==> src/rtl/shrx_pkg.sv <==
package shrx_pkg;
  // Transfer configuration captured at the start of a reception.
  typedef struct packed {
    logic idle_low;   // 1: shift clock rests low
    logic hold_both;  // 1: change strobe in the middle of the idle phase
  } shrx_cfg_t;
endpackage

==> src/rtl/shrx_clkgen.sv <==
module shrx_clkgen #(
  parameter int unsigned DIV = 8
) (
  input  logic clk,
  input  logic rst_n,
  input  logic run,
  input  logic idle_low,
  input  logic hold_both,
  output logic sclk,
  output logic rise_evt,
  output logic end_evt,
  output logic dchg
);
  localparam int unsigned HALF = DIV / 2;
  localparam int unsigned QTR  = (HALF / 2 > 0) ? HALF / 2 : 1;
  localparam int unsigned CW   = (DIV > 1) ? $clog2(DIV) : 1;

  logic [CW-1:0] cnt_q, cnt_d;
  logic          dchg_q, dchg_d;
  logic          mid_evt, qtr_evt, fall_evt, active;

  // Events are decoded from the count before the edge they describe.
  assign mid_evt  = run & (cnt_q == CW'(HALF - 1));
  assign end_evt  = run & (cnt_q == CW'(DIV - 1));
  assign qtr_evt  = run & (cnt_q == CW'(QTR - 1));
  assign rise_evt = idle_low ? mid_evt : end_evt;
  assign fall_evt = idle_low ? end_evt : mid_evt;

  always_comb begin
    cnt_d = cnt_q;
    if (!run)         cnt_d = '0;
    else if (end_evt) cnt_d = '0;
    else              cnt_d = cnt_q + CW'(1);
    dchg_d = hold_both ? qtr_evt : fall_evt;
  end

  always_ff @(posedge clk or negedge rst_n) begin
    if (!rst_n) begin
      cnt_q  <= '0;
      dchg_q <= 1'b0;
    end else begin
      cnt_q  <= cnt_d;
      dchg_q <= dchg_d;
    end
  end

  assign active = run & (cnt_q >= CW'(HALF));
  assign sclk   = idle_low ? active : ~active;
  assign dchg   = dchg_q;
endmodule

==> src/rtl/shrx_shifter.sv <==
module shrx_shifter #(
  parameter int unsigned W = 8
) (
  input  logic         clk,
  input  logic         rst_n,
  input  logic         load,
  input  logic         rise_evt,
  input  logic         end_evt,
  input  logic         din,
  output logic         done,
  output logic [W-1:0] rbuf
);
  localparam logic [W-1:0] MARK = {{(W-1){1'b1}}, 1'b0};

  logic [W-1:0] sr_q, sr_d, rbuf_q, rbuf_d;
  logic         fin_q, fin_d, last_shift;

  // The marker zero in the top bit means this sample is the final one.
  assign last_shift = rise_evt & ~sr_q[W-1];
  assign done       = end_evt & (fin_q | last_shift);

  always_comb begin
    sr_d   = sr_q;
    fin_d  = fin_q;
    rbuf_d = rbuf_q;
    if (load) begin
      sr_d  = MARK;
      fin_d = 1'b0;
    end else if (rise_evt) begin
      sr_d = {sr_q[W-2:0], din};
      if (last_shift) fin_d = 1'b1;
    end
    if (done) begin
      rbuf_d = sr_d;
      fin_d  = 1'b0;
    end
  end

  always_ff @(posedge clk or negedge rst_n) begin
    if (!rst_n) begin
      sr_q   <= '0;
      fin_q  <= 1'b0;
      rbuf_q <= '0;
    end else begin
      sr_q   <= sr_d;
      fin_q  <= fin_d;
      rbuf_q <= rbuf_d;
    end
  end

  assign rbuf = rbuf_q;
endmodule

==> src/rtl/shrx_ctrl.sv <==
module shrx_ctrl
  import shrx_pkg::*;
(
  input  logic      clk,
  input  logic      rst_n,
  input  logic      rx_en,
  input  logic      clr,
  input  logic      done,
  input  shrx_cfg_t cfg_in,
  output logic      start,
  output logic      busy,
  output logic      flag,
  output shrx_cfg_t cfg
);
  logic      busy_q, busy_d, flag_q, flag_d;
  shrx_cfg_t cfg_q, cfg_d;

  assign start = rx_en & ~flag_q & ~busy_q;

  always_comb begin
    busy_d = busy_q;
    flag_d = flag_q;
    cfg_d  = cfg_q;
    if (start) begin
      busy_d = 1'b1;
      cfg_d  = cfg_in;
    end else if (done) begin
      busy_d = 1'b0;
    end
    // Completion takes priority over a coincident clear.
    if (done)     flag_d = 1'b1;
    else if (clr) flag_d = 1'b0;
  end

  always_ff @(posedge clk or negedge rst_n) begin
    if (!rst_n) begin
      busy_q <= 1'b0;
      flag_q <= 1'b0;
      cfg_q  <= '0;
    end else begin
      busy_q <= busy_d;
      flag_q <= flag_d;
      cfg_q  <= cfg_d;
    end
  end

  assign busy = busy_q;
  assign flag = flag_q;
  assign cfg  = cfg_q;
endmodule

==> src/rtl/sync_shift_rx.sv <==
module sync_shift_rx
  import shrx_pkg::*;
#(
  parameter int unsigned DIV = 8,
  parameter int unsigned W   = 8
) (
  input  logic         clk,
  input  logic         rst_n,
  input  logic         rx_en_i,
  input  logic         rdone_clr_i,
  input  logic         cfg_idle_low_i,
  input  logic         cfg_hold_both_i,
  input  logic         sdata_i,
  output logic         sclk_o,
  output logic         sclk_oe_o,
  output logic         dchg_o,
  output logic         busy_o,
  output logic         rdone_o,
  output logic [W-1:0] rbuf_o
);
  shrx_cfg_t cfg_raw, cfg_q;
  logic      start, busy, flag, done;
  logic      rise_evt, end_evt, idle_low_eff;
  logic      cfg_idle_q, cfg_hold_q;

  assign cfg_raw.idle_low  = cfg_idle_low_i;
  assign cfg_raw.hold_both = cfg_hold_both_i;
  assign cfg_idle_q        = cfg_q.idle_low;
  assign cfg_hold_q        = cfg_q.hold_both;
  // Latched setting while busy, live setting for the resting level.
  assign idle_low_eff      = busy ? cfg_idle_q : cfg_idle_low_i;

  shrx_ctrl u_ctrl (
    .clk    (clk),
    .rst_n  (rst_n),
    .rx_en  (rx_en_i),
    .clr    (rdone_clr_i),
    .done   (done),
    .cfg_in (cfg_raw),
    .start  (start),
    .busy   (busy),
    .flag   (flag),
    .cfg    (cfg_q)
  );

  shrx_clkgen #(.DIV(DIV)) u_clkgen (
    .clk       (clk),
    .rst_n     (rst_n),
    .run       (busy),
    .idle_low  (idle_low_eff),
    .hold_both (cfg_hold_q),
    .sclk      (sclk_o),
    .rise_evt  (rise_evt),
    .end_evt   (end_evt),
    .dchg      (dchg_o)
  );

  shrx_shifter #(.W(W)) u_shifter (
    .clk      (clk),
    .rst_n    (rst_n),
    .load     (start),
    .rise_evt (rise_evt),
    .end_evt  (end_evt),
    .din      (sdata_i),
    .done     (done),
    .rbuf     (rbuf_o)
  );

  assign sclk_oe_o = busy;
  assign busy_o    = busy;
  assign rdone_o   = flag;
endmodule

==> config.mk <==
export PLATFORM = sky130hd
export DESIGN_NAME = sync_shift_rx
export DESIGN_NICKNAME = d
export VERILOG_FILES = /design/src/rtl/shrx_pkg.sv /design/src/rtl/shrx_clkgen.sv /design/src/rtl/shrx_shifter.sv /design/src/rtl/shrx_ctrl.sv /design/src/rtl/sync_shift_rx.sv
export SDC_FILE = /design/constraint.sdc
export NUM_CORES = 1
export LEC_CHECK = 0
export ABC_AREA = 1
export BUFFER_PORTS_ARGS = -buffer_cell sky130_fd_sc_hd__buf_2
export CAP_MARGIN = 20
export CORE_MARGIN = 4
export CORE_UTILIZATION = 45
export CTS_CLUSTER_DIAMETER = 80
export DETAILED_ROUTE_END_ITERATION = 7
export MAX_ROUTING_LAYER = met4
export PLACE_DENSITY = 0.64
export SYNTH_ARGS = -nofsm -noshare
export SYNTH_HDL_FRONTEND = slang
export SYNTH_HIERARCHICAL = 1
export SYNTH_SLANG_ARGS = --single-unit
==> constraint.sdc <==
create_clock -name clk -period 1.8 [get_ports clk]
set_input_delay 0.36 -clock clk [delete_from_list [all_inputs] [get_ports clk]]
set_output_delay 0.36 -clock clk [all_outputs]
set_load 0.05 [all_outputs]
## Word level (Yosys, flattened, before mapping)

Index checks and enable logic that the tools add are counted.

- Word-level logic and storage cells: 49
- Bits in registers: 25
- Output and inout port bits: 13

- Reductions and logical operators: 5
- Equal/unequal tests: 3
- $lt $le $gt $ge: 1
- Bitwise operators: 13
- Add/sub/neg operators: 1
- Muxes and demuxes: 17

Operator list:

| operator | number |
|---|---|
| $mux 8 | 2 |
| $mux 1 | 13 |
| $and 1x1->1 | 8 |
| $mux 3 | 2 |
| $reduce_bool 3->1 | 2 |
| $not 1->1 | 4 |
| $reduce_bool 2->1 | 2 |
| $add 3x1->3 const B | 1 |
| $eq 3x1->1 const B | 1 |
| $eq 3x2->1 const B | 1 |
| $eq 3x3->1 const B | 1 |
| $ge 3x3->1 const B | 1 |
| $reduce_and 2->1 | 1 |
| $or 1x1->1 | 1 |

## Longest topological paths before layout

Gate-level depths: netlist of the first run.

- Depth in word-level cells: 8
- Mapped depth: 12
- Gate-level depth less buffers: 11

## Cells and area by module

The synthesis of the first run kept the hierarchy.

By module, submodules not included:

| module | sequential area each (um^2) | area each (um^2) | cells an instance | instances |
|---|---|---|---|---|
| shrx_shifter | 425.4 | 743.2 | 78 | 1 |
| shrx_clkgen | 100.1 | 241.5 | 28 | 1 |
| shrx_ctrl | 100.1 | 161.4 | 16 | 1 |
| sync_shift_rx | 0.0 | 22.5 | 5 | 1 |

## Worst setup path before layout of the first run

Ideal clock, no wire load.

- Path type: register to output
- Start point: register u_ctrl.busy_q (netlist: u_ctrl/busy)
- End point: output port sclk_o
- Cell stages (with the launch flop): 5
- Arrival: 1743 ps
- Path slack: -303 ps
- Data required time: 1440 ps
- Buffers on the path: 0
- Cell sequence: dfrtp_1 -> inv_1 -> nand2_1 -> nand2_1 -> xor2_1

- Elaborated cells between the ends (all ways): 4

RTL lines:

| element | line | text |
|---|---|---|
| start, declared | shrx_ctrl.sv:15 | `logic busy_q, busy_d, flag_q, flag_d;` |
| start signal, assigned | shrx_ctrl.sv:41 | `busy_q <= busy_d;` |
| $mux 1 | sync_shift_rx.sv:31 | `assign idle_low_eff = busy ? cfg_idle_q : cfg_idle_low_i;` |
| named net idle_low_eff | sync_shift_rx.sv:23 | `logic rise_evt, end_evt, idle_low_eff;` |
| $mux 1 | shrx_clkgen.sv:48 | `assign sclk = idle_low ? active : ~active;` |
| end, declared | sync_shift_rx.sv:14 | `output logic sclk_o,` |

The timed path passes the listed nets, and every way through them passes these cells.

## Worst setup path in the final report of the first run

- Start point: register u_ctrl.busy_q (netlist: u_ctrl/busy)
- End point: output port sclk_o

- Longest elaborated chain between the ends: 3
- Elaborated cells between the ends (all ways): 4

RTL lines:

| element | line | text |
|---|---|---|
| $and 1x1->1 | shrx_clkgen.sv:47 | `assign active = run & (cnt_q >= CW'(HALF));` |
| $not 1->1 | shrx_clkgen.sv:48 |  |
| $mux 1 * | shrx_clkgen.sv:48 |  |

Every way passes the cells marked *; elsewhere a longest branch is shown, timed or not.

==> results of run 1 <==
[sequential cells by signal, indices dropped and copies added, names as in the netlist]
name             flops
u_clkgen/dchg        1
u_ctrl/flag          1
u_ctrl/cfg           2
u_shifter/fin_q      1
u_clkgen/cnt_q       3
u_ctrl/busy          1
u_shifter/rbuf       8
u_shifter/sr_q       8
[kinds of logic after synthesis]
| kind of cell | count (synthesis) |
|---|---|
| simple gates | 75 |
| flops | 25 |
| buf+inv | 18 |
| xor+xnor | 1 |
| compound gates | 4 |
| fa+ha+maj | 4 |
[layer usage]
layer | part of all wire, % | track usage, %
met3 | 3.3 | 3.29
met4 | 1.9 | 6.47
met2 | 46 | 22.2
met5 | 0 | -
met1 | 49 | 19.3
[cell type report]
class / instances / share of cell area [%]
multi-input cells: 85 / 36.5
inverters: 16 / 4.63
clock inverters: 1 / 0.534
well taps: 30 / 2.67
repair buffers: 23 / 9.44
clock buffers: 3 / 1.60
flip-flops and latches: 25 / 44.6
[layout by cell type (no fill, tap or decap)]
cell / instances
inv_4: 2
buf_2: 19
inv_1: 10
o21bai_1: 1
nand4_1: 3
inv_2: 4
dfrtp_1: 24
and3_1: 1
nand3_2: 8
dfrtp_2: 1
nor3_1: 2
nand2_2: 4
nand2_4: 2
nor2_1: 1
ha_2: 2
xor2_2: 1
o21ai_4: 1
ha_1: 2
nor2_2: 1
a21oi_4: 2
nor2_4: 1
nand2_1: 51
buf_4: 2
buf_6: 2
o21ai_1: 1
clkinvlp_4: 1
clkbuf_4: 3
nand3_1: 1
[critical path, stage by stage (launching register included)]
cell     delay, ps
dfrtp_2        460
buf_4          160
nand2_1         90
xor2_2         140
buf_6          170
[report_power, final]
group	internal, mW	switching, mW	total (mW)	leakage [nW]
Sequential	0.802	0.138	0.940	0.304
Clock	0.0847	0.166	0.250	0.0139
Combinational	0.438	0.994	1.43	0.469
[worst max path at each step]
stage / startpoint / endpoint / slack (ps) / depth (start not counted)
global route: u_clkgen/cnt_q[0] / u_shifter/rbuf[7] / -20 / 12
floorplan: u_ctrl/busy / sclk_o / 120 / 4
CTS: u_ctrl/busy / sclk_o / 10 / 5
detailed placement: u_clkgen/cnt_q[0] / u_ctrl/busy / 70 / 9
finish: u_ctrl/busy / sclk_o / 100 / 4
global placement: u_clkgen/cnt_q[0] / u_shifter/rbuf[0] / 140 / 11
[repair_timing]
action | 4_1_cts | 5_1_grt
setup buffers | 2 | 0
endpoints found under the hold margin | 0 | 0
resized for setup | 1 | 13
endpoints found under the setup margin | 1 | 11
gates cloned | 0 | 2
pin swaps | 0 | 4
==> metrics.md, run 1 <==
| Metric | Value |
|---|---|
| Status | completed |
| Reg2reg start | u_clkgen/cnt_q[0] |
| Post-layout min period | 1700 ps |
| CTS tree | yes |
| Die height | 59.0 µm |
| Initial Util | 47.2% |
| Synthesized instance count | 127 |
| Number of port buffers | 19 |
| Power per Cell Area | 1870 nW/µm² |
| Final hold vios | 0 |
| Cells after DPL | 176 |
| Largest net degree at the start of global routing | 26 |
| Compound-Gate Fraction of Synth Area | 3.21% |
| R2r setup slk | 110 ps |
| Post-DP HPWL | 1530 µm |
| Most common cell in the netlist | nand2_1 |
| Worst skew pair latency | 320 ps |
| Drt total wl | 2200 µm |
| Syn_nets | 138 |
| First-pass GRT wire length | 3800 µm |
| Detail Route Antenna Nets | 0 |
| Share of layout cells above drive strength 1 | 36.6% |
| FF-to-FF End | u_shifter/rbuf[0] |
| Slew Limit Fails | 0 |
| Synth area leader | dfrtp_1 |
| Placer Congestion | 0.735 |
| Post-synth top flop | dfrtp_1 |
| Share of the synthesized area in the top cell type | 53.5% |
| Synth warnings | 6 |
| Worst-margin pin slew | 538 ps |
| Util after Layout | 56.7% |
| Hold crit path type | in2async |
| H-tree depth | 1 |
| Syn Area/Cell | 9.20 µm² |
| Antenna violations before repair | 0 |
| Vias | 883 |
| FF+latch count, synth | 25 |
| Fin crit share | 94.5% |
| VDD IR max | 1.04 mV |
| Inserted Diodes | 0 |
| Sink Count | 25 |
| CP Launch Type | register |
| Fin cells | 183 |
| Synth top area cells | dfrtp_1 (54%), nand2_1 (17%), nand3_2 (6.9%), ha_1 (4.3%), inv_1 (3.5%) |
| Post-synthesis simple-gate area fraction | 31.0% |
| Worst EP required | 1440 ps |
| DP Area | 1310 µm² |
| Root Buffer | clkbuf_4 |
| Final setup fails | 0 |
| Per-cell routed wire length | 12.0 µm |
| Total leakage power | 0.787 nW |
| CP endpoint kind | primary output |
| Slew HR | 64.1% |
| Fmax | 588 MHz |
| FF-to-FF path depth | 11 |
| Synth Area in XOR/XNOR | 0.749% |
| Post-synthesis mux area share | 0% |
| Commonest cells in the synthesized netlist | nand2_1 (54), dfrtp_1 (25), inv_1 (11) |
| Setup WS pre-CTS | 71.3 ps |
| Row Count | 18 |
| Vias in the first global route | 894 |
| Gr usage total | 14.9% |
| RSZ-0062 raised after global routing | yes |
| I/O pins | 20 |
| Width of the die | 59.0 µm |
| Residual DRC | 0 |
| Clk pin slew, worst setup/hold paths | 140 ps |
| Post-synth EDFFs | 0 |
| CP Class | reg2out |
| Post-Syn Area | 1170 µm² |
| Layout Skew | 12.1 ps |
| # fillers | 242 |
| Max-cap violations | 0 |
| Initial drt markers | 20 |
| WP data arrival | 1340 ps |
| Adder-Cell Fraction of Synth Area | 4.28% |
| Hold slack | 1.11 ps |
| Combinational family with the most area after synthesis | simple AND/OR/NAND/NOR gates |
| DR pass1 iterations | 4 |
| Number of buffers created by CTS | 3 |
| Longest Clk Path Bufs | 2 |
| Worst-path maximum fanout | 5 |
| Hold-fix buffers, CTS | 0 |
| Full die area | 3480 µm² |
| Cell variety after synth | 22 |
| Final net count | 165 |
| Vias per Instance | 4.83 |
| Core area | 2480 µm² |
| Total power | 2.62 mW |
| Final instance area | 1410 µm² |
| Seq. cell area | 627 µm² |
| Multi-input logic area | 513 µm² |
| Synth async-reset ratio | 100% |
| Setup ws final | 99.8 ps |
| Seq/Total Area, Yosys | 53.5% |
| Area grow syn2layout | 20.2% |
| Setup_tns | 0 ps |
| Gr ovfl total | 0 |
(Power assumes the default switching activity.)
==> run 2, diff against run 1 <==
CORE_ASPECT_RATIO = 0.9   (was not set)
==> metrics.md, run 2 (synthesized netlist as in run 1, its figures left out) <==
| Metric | Value |
|---|---|
| Final net count | 166 (was 165) |
| Root Buffer | clkbuf_4 (unchanged) |
| Net Switching | 1.29 mW (was 1.30 mW) |
| CP most frequent cell | nand2_1 |
| Uppermost routed layer | met4 (unchanged) |
| Number of port buffers | 19 (unchanged) |
| Clk pin slew, worst setup/hold paths | 140 ps (about the same) |
| First-pass GRT wire length | 3530 µm (was 3800 µm) |
| Placer Congestion | 0.760 (was 0.735) |
| Max-cap violations | 0 (unchanged) |
| CP Class | reg2reg (was reg2out) |
| Most frequent cells in the layout | nand2_1 (51), dfrtp_1 (24), buf_2 (18) (was nand2_1 (51), dfrtp_1 (24), buf_2 (19)) |
| Share of layout cells above drive strength 1 | 36.4% (was 36.6%) |
| Met2 wire length | 1020 µm (unchanged) |
| Gr ovfl total | 0 (unchanged) |
| Vias in the first global route | 812 (was 894) |
| Worst EP required | 2020 ps (was 1440 ps) |
| Switching Fraction | 49.2% (was 49.5%) |
| VDD IR max | 1.18 mV (was 1.04 mV) |
| Initial drt markers | 25 (was 20) |
| Slew HR | 64.0% (was 64.1%) |
| Residual DRC | 0 (unchanged) |
| Post-layout min period | 1730 ps (was 1700 ps) |
| Power per Cell Area | 1880 nW/µm² (was 1870 nW/µm²) |
| H-tree depth | 1 (unchanged) |
| # fillers | 232 (was 242) |
| Hold-fix buffers, CTS | 0 (unchanged) |
| WP data arrival | 1940 ps (was 1340 ps) |
| Row Count | 17 (was 18) |
| I/O pins | 20 (unchanged) |
| Number of buffers created by CTS | 3 (unchanged) |
| Vias per Instance | 4.73 (was 4.83) |
| Hold crit path type | in2async (unchanged) |
| Fin crit share | 95.8% (was 94.5%) |
| Failing checks | negative hold slack |
| Internal power of the cells | 1.34 mW (was 1.33 mW) |
| Cells after DPL | 174 (was 176) |
| Area grow syn2layout | 19.6% (was 20.2%) |
| Critical-path cell list | ha_1 -> ha_2 -> nand2_1 -> inv_2 -> nand2_1 -> o21ai_2 -> nand2_2 -> a21oi_4 -> o21ai_0 (was buf_4 -> nand2_1 -> xor2_2 -> buf_6) |
| Setup WS pre-CTS | 28.5 ps (was 71.3 ps) |
| CP endpoint kind | register (was primary output) |
| DR pass1 iterations | 4 (unchanged) |
| Total power | 2.63 mW (was 2.62 mW) |
| Sink Count | 25 (unchanged) |
| Sequential group share of total power | 35.6% (was 35.9%) |
| Met3 Wirelength | 108 µm (was 72 µm) |
| CP max stage delay | 380 ps (was 460 ps) |
| Worst-path maximum fanout | 5 (unchanged) |
| Initial Util | 47.4% (was 47.2%) |
| Hold slack | -0.916 ps (was 1.11 ps) |
| Final setup fails | 0 (unchanged) |
| Vias | 860 (was 883) |
| Antenna violations before repair | 0 (unchanged) |
| Width of the die | 61.7 µm (was 59.0 µm) |
| Largest net degree at the start of global routing | 26 (unchanged) |
| Combinational share of power | 54.8% (was 54.6%) |
| CP Launch Type | register (unchanged) |
| Fmax | 580 MHz (was 588 MHz) |
| Post-DP HPWL | 1500 µm (was 1530 µm) |
| Layout Skew | 12.2 ps (was 12.1 ps) |
| Util after Layout | 56.6% (was 56.7%) |
| Gr usage total | 13.8% (was 14.9%) |
| CP max-delay cell | dfrtp_1 (was dfrtp_2) |
| WL met1 | 1120 µm (was 1070 µm) |
| Commonest non-fill, non-tap cell in the layout | nand2_1 (unchanged) |
| Die height | 56.3 µm (was 59.0 µm) |
| Worst-margin pin slew | 540 ps (was 538 ps) |
| Fin cells | 182 (was 183) |
| Final hold vios | 3 (was 0) |
| Worst skew pair latency | 320 ps (about the same) |
| Setup ws final | 74.8 ps (was 99.8 ps) |
| Status | complete, but fails checks (was completed) |
| Total leakage power | 0.783 nW (was 0.787 nW) |
| Core area | 2470 µm² (was 2480 µm²) |
| Inserted Diodes | 0 (unchanged) |
| Longest Clk Path Bufs | 2 (unchanged) |
| Drt total wl | 2260 µm (was 2200 µm) |
| Detail Route Antenna Nets | 0 (unchanged) |
| Slew Limit Fails | 0 (unchanged) |
| CTS tree | yes (unchanged) |
| Full die area | 3480 µm² (about the same) |
| Clock share of power | 9.5% (about the same) |
| Per-cell routed wire length | 12.4 µm (was 12.0 µm) |
-- run 2: worst max-delay path, delay by kind of cell, from the launching register on --
family | cells | cell delay [ps]
compound gates | 3 | 470
flops | 1 | 380
fa+ha+maj | 2 | 380
simple gates | 3 | 300
buf+inv | 1 | 90
-- run 2: final timing paths --
check / start / end / slack, ps / cells after the start
min in group clk: rdone_clr_i / u_ctrl/flag / 200 / 2
worst min-delay path: rst_n / u_ctrl/cfg[1] / -0.9 / 1
worst max-delay path: u_clkgen/cnt_q[1] / u_ctrl/busy / 70 / 9
worst min register to register: u_shifter/rbuf[0] / u_shifter/rbuf[0] / 490 / 2
max in group asynchronous: rst_n / u_ctrl/busy / 1420 / 1
worst max register to register: u_clkgen/cnt_q[1] / u_ctrl/busy / 70 / 9
-- run 2: final cells by class --
| cell class | instances | area [µm²] | share of cell area, % |
|---|---|---|---|
| clock buffer | 3 | 22.5 | 1.61 |
| clock inverter | 1 | 7.51 | 0.537 |
| inverter | 16 | 65.1 | 4.66 |
| multi-input combinational | 85 | 498 | 35.6 |
| sequential | 25 | 627 | 44.9 |
| tap | 28 | 35.0 | 2.51 |
| timing repair buffer | 24 | 143 | 10.2 |
-- run 2: repair_timing --
action                                  4_1_cts  5_1_grt
gates cloned                                  0        1
endpoints found under the setup margin        1       11
gates resized for setup                       1        9
pin swaps                                     0        4
setup buffers                                 1        3
-- run 2: stage by stage --
stage	hold WS (ps)	TNS (ps)	cell area [µm²]
after floorplan	64.4	0	1180
after global placement	375	0	1300
after detailed placement	381	0	1300
after CTS	7.08	0	1340
after global routing	15.6	-46.2	1400
final	-0.916	0	1400
-- run 2: power groups by stage --
stage	clock network [mW]	registers (mW)	logic (mW)
finish	0.250	0.938	1.44
floorplan	0	1.24	0.756
global placement	0	0.954	1.29
detailed placement	0	0.960	1.32
global route	0.292	0.968	1.58
CTS	0.268	0.937	1.36
-- run 2: metal layers --
metal  global-route usage [%]  up-vias
met5                        -        -
met4                     1.82        0
met3                     4.83        2
met2                     20.9       16
met1                     18.2      397
li1                         -      445
